===== src/rtl/xbar_sel_decoder.sv =====
module xbar_sel_decoder #(
  parameter int SEL_W       = 2,
  parameter int SYNC_STAGES = 2,
  localparam int NOUT       = 1 << SEL_W,
  localparam int A_SEL_LO   = 2,
  localparam int A_EN_BIT   = A_SEL_LO + SEL_W,
  localparam int B_SEL_LO   = A_EN_BIT + 1,
  localparam int B_EN_BIT   = B_SEL_LO + SEL_W,
  localparam int CFG_W      = B_EN_BIT + 1
) (
  input  logic             clk,
  input  logic             rst_n,
  input  logic             mode_pin,
  input  logic [SEL_W-1:0] pin_a_sel,
  input  logic             pin_a_en,
  input  logic [SEL_W-1:0] pin_b_sel,
  input  logic             pin_b_en,
  input  logic [CFG_W-1:0] cfg_word,
  output logic [NOUT-1:0]  sw_en_a,
  output logic [NOUT-1:0]  sw_en_b
);

  logic [SYNC_STAGES-1:0] mode_sync;
  logic                   mode_s;
  logic [SEL_W-1:0]       a_sel, b_sel;
  logic                   a_en, b_en, clash;
  logic [NOUT-1:0]        a_hot, b_hot;
  logic                   unused_cfg;

  always_ff @(posedge clk or negedge rst_n)
    if (!rst_n) mode_sync <= '0;
    else        mode_sync <= {mode_sync[SYNC_STAGES-2:0], mode_pin};

  assign mode_s = mode_sync[SYNC_STAGES-1];

  assign a_sel = mode_s ? cfg_word[A_SEL_LO +: SEL_W] : pin_a_sel;
  assign a_en  = mode_s ? cfg_word[A_EN_BIT]          : pin_a_en;
  assign b_sel = mode_s ? cfg_word[B_SEL_LO +: SEL_W] : pin_b_sel;
  assign b_en  = mode_s ? cfg_word[B_EN_BIT]          : pin_b_en;

  assign unused_cfg = ^cfg_word[A_SEL_LO-1:0];

  assign clash = a_en && (a_sel == b_sel);
  assign a_hot = a_en ? ({{(NOUT-1){1'b0}}, 1'b1} << a_sel) : '0;
  assign b_hot = (b_en && !clash) ? ({{(NOUT-1){1'b0}}, 1'b1} << b_sel) : '0;

  always_ff @(posedge clk or negedge rst_n)
    if (!rst_n) begin
      sw_en_a <= '0;
      sw_en_b <= '0;
    end else begin
      sw_en_a <= a_hot;
      sw_en_b <= b_hot;
    end

endmodule


===== config.mk =====
export PLATFORM = sky130hd
export DESIGN_NAME = xbar_sel_decoder
export DESIGN_NICKNAME = d
export VERILOG_FILES = /design/src/rtl/xbar_sel_decoder.sv
export SDC_FILE = /design/constraint.sdc
export NUM_CORES = 1
export LEC_CHECK = 0
export CAP_MARGIN = 30
export CORE_AREA = 2 2 39 41
export DETAILED_ROUTE_END_ITERATION = 8
export DIE_AREA = 0 0 41 43
export PLACE_DENSITY = 0.83
export SYNTH_ARGS = -nofsm -noshare
export SYNTH_HDL_FRONTEND = slang
export SYNTH_SLANG_ARGS = --single-unit

===== constraint.sdc =====
create_clock -name clk -period 1.9 [get_ports clk]
set_input_delay 0.38 -clock clk [delete_from_list [all_inputs] [get_ports clk]]
set_output_delay 0.38 -clock clk [all_outputs]
set_load 0.01 [all_outputs]

# Word-level counts from Yosys, hierarchy flattened
# Cells that the tools add are included.
totals:
  ff_bits: 10
  output_inout_bits: 8
  wordCells: 15
op_classes:
  eq_ne: 1
  shifts: 2
  mux: 6
  n_reduce_logical: 3
op_table:
  columns: ["operator", "count"]
  rows:
  - ["two-way mux 4 bit", 2]
  - ["<< shifter 1 x 2 -> 4 bit (first input constant)", 2]
  - ["two-way mux 2 bit", 2]
  - ["equality test 2 bit", 1]
  - ["logical AND 1 bit", 2]
  - ["two-way mux 1 bit", 2]
  - ["zero test 1 bit", 1]

# Depth between registers and ports, before layout
# Gate-level depths: netlist of run 1.
depth:
  word_depth: 6
  depth_mapped: 3
  mapped_depth_nobuf: 2

# Worst setup path before layout of run 1
# Ideal clock, no wire load.
synth_timing:
  kind: "reg2reg"
  start: "reg mode_sync[1]"
  end: "reg sw_en_b[0]"
  setup_time_ns: 0.123
  arrival_ns: 1.008
  setup_slack_ns: 0.769
  path_stages_with_launch: 3
  path_buffers: 0
  period_less_slack_ns: 1.131
  cell_sequence: "dfrtp_1 > or3b_1 > o221a_1"
synth_via:
  elab_chain_len: 6
synth_lines:
  columns: ["element", "line", "rtl"]
  rows:
  - ["from (decl)", "23", "logic [SYNC_STAGES-1:0] mode_sync;"]
  - ["from (signal assigned)", "32", "else mode_sync <= {mode_sync[SYNC_STAGES-2:0], mode_pin};"]
  - ["two-way mux 2 bit (on tied branches)", "36, 38", null]
  - ["equality test 2 bit", "43", "assign clash = a_en && (a_sel == b_sel);"]
  - ["logical AND 1 bit", "43", null]
  - ["zero test 1 bit", "45", "assign b_hot = (b_en && !clash) ? ({{(NOUT-1){1'b0}}, 1'b1} << b_sel) : '0;"]
  - ["logical AND 1 bit", "45", null]
  - ["two-way mux 4 bit (*)", "45", null]
  - ["named net b_hot[0]", "27", "logic [NOUT-1:0] a_hot, b_hot;"]
  - ["to (signal assigned)", "53", "sw_en_b <= b_hot;"]
  - ["to (decl)", "20", "output logic [NOUT-1:0] sw_en_b"]
# Mark *: on every way through the listed nets, which the timed path passes. The rest lies on a longest branch.

# Worst setup path after layout of run 1
layout_timing:
  start: "reg sw_en_a[0]"
  end: "out sw_en_a[0]"
layout_rtl:
  columns: ["element", "line", "rtl"]
  rows:
  - ["from (decl)", "19", "output logic [NOUT-1:0] sw_en_a,"]
  - ["from (signal assigned)", "52", "sw_en_a <= a_hot;"]
# No word-level cell between the ends.

==> results.md, run 1 <==
* Leakage at roughly 0.32 nW
* MaxCap Viol Count at 0
* Crit Path Class: register to output pin
* Worst r2r path cells at 2
* Latest clock arrival within the worst-skew pair at 0.26 ns
* Largest net degree at the start of global routing at 17
* Final instance area at 744 um2
* Met2 wire length at 440 um
* RR Endpoint: sw_en_b[0]
* Mapped Cells at 35
* Global route overflow at 0
* Max Root-Sink Buffers at 2
* Vias per cell at 5.39
* Die width at slightly above 40 um
* Mapped cell area at 475 um2
* Complex-gate fraction of the synthesized area at between 10% and 20%
* Power per cell area at approximately 670 mW/mm2
* Clock-pin slew on the worst setup and hold paths at around 0.060 ns
* Critical Path Source: sw_en_a[0]
* Setup violators final at 0
* Layout area overhead at 56.6%
* Fillers at 126
* TritonCTS buffer count at 3
* Max stage delay on crit path at 0.53 ns
* Global-route wire length before repair at 1500 um
* Root buf cell: clkbuf_4
* DIE AREA at roughly 0.0018 mm2
* Worst Hold Class: register to register
* Initial core utilization at about a third
* Buf+Inv Stages, Crit Path at 1
* R2R Path Start: mode_sync[1]
* CTS Hold Buffers Added at 0
* Fin Setup TNS at 0 ns
* CTS tree: yes
* Worst-path fanout max at 1
* #FFs+latches synth at 10
* Area of the core at 0.00138 mm2
* Routed WL at 931 um
* # DRC at 0
* Initial antenna violation count at 0
* TritonRoute pass-1 iters at 2
* Startpoint Class: register
* IO Port Bufs at 22
* Number of core rows at 14
* Post-Synth Simple-Gate Area at 33.4%
* Max rail drop VDD at 220 uV
* Crit path cell chain: clkdlybuf4s50_1
* Total track usage at 12.7%
* Met3 Wirelength at about 77 um
* Final Hold Vio Count at 0
* Post-synthesis mux area share at 0%
* Dpl hpwl at roughly 760 um
* Worst path slowest cell: clkdlybuf4s50_1
* Worst-Margin Slew at between 0.4 and 0.5 ns
* # nets final at between 70 and 80
* Drt wl/cell at 12.3 um
* DR vias at 410
* CP required at 1.52 ns
* CP Data Arrival Time at around 1.1 ns
* Fin crit share at 78.9%
* Vias in the first global route at 368
* Synth unique cells at 20
* Clk_skew at 0.00217 ns
* Max-slew violations at 0
* Peak Freq at between 0.6 and 0.7 GHz
* DR iter-0 viols at 5
* Top layer in use: met4
* Tmin final at roughly 1.5 ns
* Post-DP Area at a little over 700 um2
* Top-Level Pins at 25
* Diode count at 0
* H-tree level count at 1
* Register area share after synthesis at between 50% and 60%
* Clk sinks at 10
* Critical Path Stages at 1
* Ys Warns at 0
* Synth Area in XOR/XNOR at 0%
* Largest family of logic cells by synthesized area: simple AND/OR/NAND/NOR gates
* Post-CTS sizing at 0
* Setup Buffers After CTS at 0
* Die Span Y at 43 um
* Status: completed
* Crit path capture: sw_en_a[0]
* Synthesized Nets at 52
* Critical path capture point type: output pin
* RSZ-0062 raised after global routing: no
* M1 WL at 389 um
* Flop-to-flop setup slack at ~0.57 ns
* Post-route ant nets at 0
* Mapped Avg Cell Area at about 14 um2
* Adder-Cell Fraction of Synth Area at 0%
* GP Congestion at 0.742
* Rel. slew slack at between 70% and 80%
* Share of post-route cells with drive strength above 1 at 11.7%
* CP delay by family, top: buffers and inverters
[cells in the final DEF (no fill, tap or decap), drive strengths merged]
| master | netlist | final |
|---|---|---|
| a21o | 1 | 1 |
| a221oi | 1 | 1 |
| and4 | 1 | 1 |
| and4b | 3 | 3 |
| and4bb | 1 | 1 |
| clkbuf | 0 | 4 |
| clkdlybuf4s50 | 0 | 22 |
| dfrtp | 10 | 10 |
| nand2 | 1 | 1 |
| nand3b | 1 | 1 |
| nand4 | 1 | 1 |
| nand4b | 3 | 3 |
| nand4bb | 2 | 2 |
| nor3b | 1 | 1 |
| nor4b | 1 | 1 |
| nor4bb | 1 | 1 |
| o211a | 1 | 1 |
| o21ai | 2 | 2 |
| o221a | 2 | 2 |
| or3b | 1 | 1 |
[cells by family (layout without fill, tap and decap cells)]
kind of cell,after synthesis,count (layout)
compound gates,7,7
buf+inv,1,26
flops,10,10
simple gates,17,17
[Yosys cell counts (all sizes together)]
master,instances,area [um2]
nand4bb,2,22.5
o21ai,2,10.0
and4b,3,30.0
nand2,1,3.75
a21o,1,7.51
or3b,1,8.76
and4bb,1,12.5
nor4bb,1,10.0
nor3b,1,7.51
and4,1,8.76
nand4,1,6.26
nand3b,1,7.51
o211a,1,10.0
nand4b,3,26.3
a221oi,1,8.76
dfrtp,10,250
nor4b,1,15.0
buf,1,7.51
o221a,2,22.5
[per-stage QoR]
step / utilization [%] / hold WS [ns] / power [W] / cells / setup WS, ns
after detailed placement: 51.2 / 0.347 / 0.000316 / 72 / 0.262
after global routing: 53.8 / 0.371 / 0.000519 / 76 / 0.349
after global placement: 51.2 / 0.338 / 0.000314 / 72 / 0.261
after floorplan: - / 0.0844 / 0.000256 / 35 / 0.769
after CTS: 53.8 / 0.351 / 0.000505 / 76 / 0.386
final: 53.8 / 0.348 / 0.000498 / 76 / 0.401
[final cells by class]
class / instances / area [um2] / share of cell area (%)
clock buffers: 4 / 36.3 / 4.87
repair buffers: 22 / 220 / 29.6
flip-flops and latches: 10 / 250 / 33.6
well taps: 16 / 20.0 / 2.69
multi-input cells: 24 / 218 / 29.2
[flip-flops by register name, summed over array words and instances (netlist names)]
register and count:
mode_sync 2, sw_en_a 4, sw_en_b 4
[power by group]
part           switching [W]  internal [W]  leakage (nW)   total, W
clock              0.0000705      0.000116        0.0210   0.000187
sequential        0.00000611      0.000223         0.131   0.000229
combinational      0.0000291     0.0000528         0.166  0.0000820
total               0.000106      0.000392         0.319   0.000498
[worst min-delay path by stage]
stage / start / endpoint / slack (ns) / cells past startpoint
floorplan: rst_n / mode_sync[0] / 0.08 / 0
global route: mode_sync[0] / mode_sync[1] / 0.37 / 0
CTS: mode_sync[0] / mode_sync[1] / 0.35 / 0
global placement: mode_sync[0] / mode_sync[1] / 0.34 / 0
finish: mode_sync[0] / mode_sync[1] / 0.35 / 0
detailed placement: mode_sync[0] / mode_sync[1] / 0.35 / 0
[routing by layer]
| layer | track usage [%] | vias up |
|---|---|---|
| met1 | 14.9 | 189 |
| li1 | - | 197 |
| met2 | 19.4 | 21 |
| met5 | 0 | - |
| met4 | 10.0 | 0 |
| met3 | 1.57 | 3 |
Power figures use the tool's default switching activity.
==> run 2: changes to the inputs <==
--- a/config.mk
+++ b/config.mk
@@ -6,10 +6,10 @@
 export NUM_CORES = 1
 export LEC_CHECK = 0
 export CAP_MARGIN = 30
-export CORE_AREA = 2 2 39 41
+export CORE_AREA = 2 2 40 42
 export DETAILED_ROUTE_END_ITERATION = 8
-export DIE_AREA = 0 0 41 43
-export PLACE_DENSITY = 0.83
+export DIE_AREA = 0 0 42 44
+export PLACE_DENSITY = 0.8
 export SYNTH_ARGS = -nofsm -noshare
 export SYNTH_HDL_FRONTEND = slang
 export SYNTH_SLANG_ARGS = --single-unit
==> constraint.sdc (replaced) <==
create_clock -name clk -period 1.4 [get_ports clk]
set_input_delay 0.28 -clock clk [delete_from_list [all_inputs] [get_ports clk]]
set_output_delay 0.28 -clock clk [all_outputs]
set_load 0.01 [all_outputs]
==> run 2 against run 1 <==
Effect of this change: total power up 21%; clock power down 6%; flip-flop and latch count unchanged; cell count up 2.6%; critical path type unchanged; critical endpoint is now sw_en_a[1]; largest cell class is now buffers.
==> results.md, run 2 (synthesis results as in run 1) <==
* Crit Path Class: register to output pin
* Worst-path fanout max at 1 (unchanged)
* Post-DP Area at 731 um2 (+3.2%)
* Vias in the first global route at 396 (+7.6%)
* Total track usage at 12.6% (-0.019 points)
* # nets final at 81 (+3.8%)
* Worst-Margin Slew at 0.406 ns (+0.0000770 ns)
* Biggest regs: sw_en_a x4, sw_en_b x4, mode_sync x2
* CP required at 1.12 ns (-0.40 ns)
* CP delay by family, top: buffers and inverters
* GP Congestion at 0.747 (+0.67%)
* Rel. slew slack at 72.9% (about the same)
* Die width at 42 um (+2.4%)
* Final Hold Vio Count at 0 (unchanged)
* # DRC at 0 (unchanged)
* Placed insts at 75 (+4.2%)
* RR Endpoint: sw_en_b[2]
* Clk sinks at 10 (unchanged)
* Seq pwr share at 50.8% (+4.8 points)
* Top layer in use: met4
* Setup violators final at 0 (unchanged)
* IO Port Bufs at 22 (unchanged)
* Tmin final at approximately 1.4 ns
* Global-route wire length before repair at 1680 um (+12%)
* Crit path capture: sw_en_a[1]
* Setup Buffers After CTS at 0 (unchanged)
* Status: completed
* Worst path slowest cell: clkdlybuf4s50_1
* Power per cell area at 785 mW/mm2 (+17%)
* Max-slew violations at 0 (unchanged)
* Die Span Y at 44 um (+2.3%)
* Leakage at 0.426 nW (+34%)
* Comb pwr share at 19.9% (+3.4 points)
* Met3 Wirelength at 74 um (-3.9%)
* RSZ-0062 raised after global routing: no
* Max stage delay on crit path at 0.52 ns (about the same)
* DIE AREA at 0.00185 mm2 (+4.8%)
* Most frequent cells in the layout: clkdlybuf4s50_1 (16), dfrtp_1 (10), dlymetal6s2s_1 (6)
* Latest clock arrival within the worst-skew pair at 0.25 ns (about the same)
* Number of core rows at 14 (unchanged)
* CP Data Arrival Time at 1.09 ns (-0.03 ns)
* Area of the core at 0.00142 mm2 (+2.5%)
* Critical Path Stages at 1 (unchanged)
* Post-route ant nets at 0 (unchanged)
* Drt wl/cell at 12.2 um (-0.37%)
* M1 WL at 371 um (-4.6%)
* Crit path cell chain: clkdlybuf4s50_1
* WHS at 0.325 ns (-0.0225 ns)
* Final instance area at 768 um2 (+3.2%)
* Global route overflow at 0 (unchanged)
* Clk_skew at 0.00115 ns (-0.00102 ns)
* Sw Share at 21.1% (-0.15 points)
* TritonRoute pass-1 iters at 4 (+2)
* Internal power at 0.000476 W (+21%)
* Critical Path Source: sw_en_a[1]
* Commonest non-fill, non-tap cell in the layout: clkdlybuf4s50_1
* Largest net degree at the start of global routing at 16 (-1)
* TritonCTS buffer count at 3 (unchanged)
* DR iter-0 viols at 5 (unchanged)
* Initial antenna violation count at 0 (unchanged)
* Clock group share of total power at 29.3% (-8.2 points)
* H-tree level count at 1 (unchanged)
* Diode count at 0 (unchanged)
* Met2 wire length at 497 um (+13%)
* Worst Hold Class: input pin to async pin
* Clock-pin slew on the worst setup and hold paths at 0.06 ns (about the same)
* Initial core utilization at 33.5% (-0.85 points)
* Flop-to-flop setup slack at 0.20 ns (-0.37 ns)
* Peak Freq at 0.730 GHz
* Buf+Inv Stages, Crit Path at 1 (unchanged)
* DR vias at 425 (+3.7%)
* Share of post-route cells with drive strength above 1 at 14.5% (+2.8 points)
* Net Sw Power at 0.000127 W (+20%)
* CTS tree: yes
* Final Util at 54.1% (+0.35 points)
* MaxCap Viol Count at 0 (unchanged)
* Fin crit share at 97.9%
* Max Root-Sink Buffers at 2 (unchanged)
* Vias per cell at 5.45 (+1.0%)
* Critical path capture point type: output pin
* R2R Path Start: mode_sync[1]
* Fillers at 127 (+0.79%)
* Root buf cell: clkbuf_4
* Worst r2r path cells at 3 (+1)
* Startpoint Class: register
* Dpl hpwl at 795 um (+4.1%)
* Max rail drop VDD at 307 uV (+40%)
* Layout area overhead at 61.6%
* Top-Level Pins at 25 (unchanged)
* Layout Cells excl Fill at 78 (+2.6%)
* Routed WL at 952 um (+2.3%)
run 2: final cells by class:
cell class	instances	area [um2]	area share, %
multi-input cells	24	218	28.3
flip-flops and latches	10	250	32.6
repair buffers	25	258	33.6
well taps	16	20.0	2.61
clock buffers	3	22.5	2.93
run 2: what timing repair did:
| action | 4_1_cts | 5_1_grt |
|---|---|---|
| resized for setup | 0 | 6 |
| hold buffers | 0 | 0 |
| setup endpoints to repair | 0 | 6 |
run 2: power by group through the flow:
stage / combinational, W / clock [W] / sequential, W
after global placement: 0.000120 / 0 / 0.000311
after CTS: 0.000123 / 0.000186 / 0.000307
after detailed placement: 0.000123 / 0 / 0.000312
after floorplan: 0.0000289 / 0 / 0.000319
final: 0.000120 / 0.000176 / 0.000306
after global routing: 0.000131 / 0.000195 / 0.000308
run 2: worst min-delay path by stage:
| stage | start | endpoint | slack, ns | cells past startpoint |
|---|---|---|---|---|
| 6_report | rst_n | sw_en_b[2] | 0.33 | 1 |
| 5_1_grt | rst_n | mode_sync[0] | 0.36 | 1 |
| 4_1_cts | rst_n | sw_en_b[0] | 0.33 | 1 |
| 3_5_place_dp | mode_sync[0] | mode_sync[1] | 0.35 | 0 |
| 3_3_place_gp | mode_sync[0] | mode_sync[1] | 0.34 | 0 |
| 2_1_floorplan | rst_n | mode_sync[0] | -0.02 | 0 |
run 2: stage by stage:
step	TNS, ns	power (W)	worst slack (ns)
2_1_floorplan	0	0.000348	0.269
6_report	0	0.000603	0.0300
5_1_grt	0	0.000633	0.00129
4_1_cts	0	0.000616	0.00114
3_3_place_gp	-0.0872	0.000432	-0.0872
3_5_place_dp	-0.117	0.000435	-0.0870
run 2: routing by layer:
layer,up-vias,global-route usage [%]
li1,204,-
met1,201,13.6
met2,18,21.6
met3,2,2.92
met4,0,9.68
met5,-,0
==> run 3: changes to the inputs <==
--- a/config.mk
+++ b/config.mk
@@ -6,10 +6,12 @@
 export NUM_CORES = 1
 export LEC_CHECK = 0
 export CAP_MARGIN = 30
-export CORE_AREA = 2 2 40 42
+export CELL_PAD_IN_SITES_DETAIL_PLACEMENT = 1
+export CELL_PAD_IN_SITES_GLOBAL_PLACEMENT = 1
+export CORE_AREA = 2 2 45 47
 export DETAILED_ROUTE_END_ITERATION = 8
-export DIE_AREA = 0 0 42 44
-export PLACE_DENSITY = 0.8
+export DIE_AREA = 0 0 47 49
+export PLACE_DENSITY = 0.81
 export SYNTH_ARGS = -nofsm -noshare
 export SYNTH_HDL_FRONTEND = slang
 export SYNTH_SLANG_ARGS = --single-unit
==> constraint.sdc (replaced) <==
create_clock -name clk -period 1.45 [get_ports clk]
set_input_delay 0.29 -clock clk [delete_from_list [all_inputs] [get_ports clk]]
set_output_delay 0.29 -clock clk [all_outputs]
set_load 0.01 [all_outputs]
==> run 3 against run 2 <==
Effect of this change: cell area rose by 1.6%; critical path depth did not move; flip-flop and latch count did not move; register-to-register slack improved by 0.05 ns; critical path type unchanged.
==> results.md, run 3 (synthesis results as in run 1) <==
* DR vias at 426 (+0.24%)
* Leakage at 0.333 nW (-22%)
* Dpl hpwl at 930 um (+17%)
* CTS tree: yes
* Initial core utilization at 25.8% (-7.7 points)
* RSZ-0062 raised after global routing: no
* Status: completed
* Pre-CTS setup slack at -0.0787 ns (+0.00828 ns)
* Vias in the first global route at 404 (+2.0%)
* Max rail drop VDD at 236 uV (-23%)
* Diode count at 0 (unchanged)
* Setup Buffers After CTS at 0 (unchanged)
* Most frequent cells in the layout: clkdlybuf4s50_1 (22), dfrtp_1 (10)
* Combined area of the multi-input logic cells at 218 um2 (unchanged)
* Area of the core at 0.00184 mm2 (+30%)
* Startpoint Class: register
* Final instance area at 781 um2 (+1.6%)
* R2R Path Start: mode_sync[1]
* CP delay by family, top: buffers and inverters
* TritonCTS buffer count at 3 (unchanged)
* IO Port Bufs at 22 (unchanged)
* Clock-pin slew on the worst setup and hold paths at 0.06 ns (about the same)
* Critical path capture point type: output pin
* MaxCap Viol Count at 0 (unchanged)
* GP Congestion at 0.701 (-6.2%)
* Worst-path fanout max at 1 (unchanged)
* Drt wl/cell at 12.3 um (+1.1%)
* Initial antenna violation count at 0 (unchanged)
* Biggest regs: sw_en_a x4, sw_en_b x4, mode_sync x2
* Clk sinks at 10 (unchanged)
* Tmin final at roughly 1.4 ns
* Global-route wire length before repair at 1730 um (+3.3%)
* # DRC at 0 (unchanged)
* Vias per cell at 4.73 (-13%)
* RR Endpoint: sw_en_b[2]
* H-tree level count at 1 (unchanged)
* Die width at 47 um (+12%)
* DIE AREA at 0.00230 mm2 (+25%)
* CP Data Arrival Time at 1.11 ns (+0.02 ns)
* Max-slew violations at 0 (unchanged)
* Peak Freq at 0.712 GHz
* Share of post-route cells with drive strength above 1 at 15.9% (+1.4 points)
* Max Root-Sink Buffers at 2 (unchanged)
* Fin Setup TNS at 0 ns (unchanged)
* Worst Hold Class: input pin to async pin
* Post-DP Area at 744 um2 (+1.9%)
* Global route overflow at 0 (unchanged)
* Fillers at 206 (+62%)
* Routed WL at 1110 um (+17%)
* Latest clock arrival within the worst-skew pair at 0.25 ns (about the same)
* Worst path slowest cell: clkdlybuf4s50_1
* Root buf cell: clkbuf_4
* Worst r2r path cells at 3 (unchanged)
* Layout area overhead at 64.2%
* Rel. slew slack at 71.7% (-1.2 points)
* Commonest non-fill, non-tap cell in the layout: clkdlybuf4s50_1
* Max stage delay on crit path at 0.53 ns (about the same)
* Flop-to-flop setup slack at 0.25 ns (+0.05 ns)
* Total track usage at 10.4% (-2.2 points)
* CTS Hold Buffers Added at 0 (unchanged)
* Final Hold Vio Count at 0 (unchanged)
* Fin crit share at roughly 97%
* Power per cell area at 837 mW/mm2 (+6.7%)
* Top-Level Pins at 25 (unchanged)
* Post-route ant nets at 0 (unchanged)
* DR iter-0 viols at 5 (unchanged)
* Largest net degree at the start of global routing at 16 (unchanged)
* Sequential Area at 250 um2 (unchanged)
* Setup violators final at 0 (unchanged)
* Fin worst setup slack at 0.0452 ns (+0.0152 ns)
* Crit Path Class: register to output pin
* Clk_skew at 0.00265 ns (+0.00150 ns)
* Crit path cell chain: clkdlybuf4s50_1
* # nets final at 81 (unchanged)
* CP required at 1.16 ns (+0.04 ns)
* Buf+Inv Stages, Crit Path at 1 (unchanged)
* Number of core rows at 16 (+2)
* Worst-Margin Slew at 0.424 ns (+0.0177 ns)
* TritonRoute pass-1 iters at 4 (unchanged)
* Die Span Y at 49 um (+11%)
* Post-CTS sizing at 0 (unchanged)
run 3: changes by cell type in the layout (fill, tap and decap cells not counted):
cell	delta
dlymetal6s2s_1	-6
clkbuf_8	+1
clkdlybuf4s50_1	+6
run 3: metal layers:
metal,global-route usage (%),part of all wire (%)
met5,0,0
met4,5.56,1.1
met3,1.11,5.2
met2,17.8,49
met1,11.9,44
run 3: final cells by class:
type	count	share of cell area (%)
Clock buffer	4	4.65
Multi-Input combinational cell	24	27.9
Tap cell	27	4.33
Sequential cell	10	32.1
Timing Repair Buffer	25	31.1
run 3: metrics by stage:
step	power (W)	instances	util (%)	hold WS [ns]
6_report	0.000654	90	42.4	0.337
5_1_grt	0.000687	90	42.4	0.368
4_1_cts	0.000665	90	42.4	0.339
3_5_place_dp	0.000423	86	40.4	0.342
3_3_place_gp	0.000418	86	40.4	0.336
2_1_floorplan	0.000336	35	-	-0.00559
run 3: report_power, final:
part / switching, W / internal [W] / total [W]
clock network: 0.0000848 / 0.000152 / 0.000237
logic: 0.0000462 / 0.0000744 / 0.000121
registers: 0.00000395 / 0.000292 / 0.000296
run 3: how the worst max path moves through the flow:
stage | from | depth (start not counted) | end | slack [ns]
final | sw_en_b[0] | 1 | sw_en_b[0] | 0.05
after global routing | sw_en_b[0] | 1 | sw_en_b[0] | 0.001
after CTS | sw_en_a[0] | 1 | sw_en_a[0] | 0.02
after detailed placement | pin_a_en | 3 | sw_en_b[0] | -0.08
after global placement | pin_a_en | 3 | sw_en_b[0] | -0.06
after floorplan | mode_sync[1] | 2 | sw_en_b[0] | 0.32
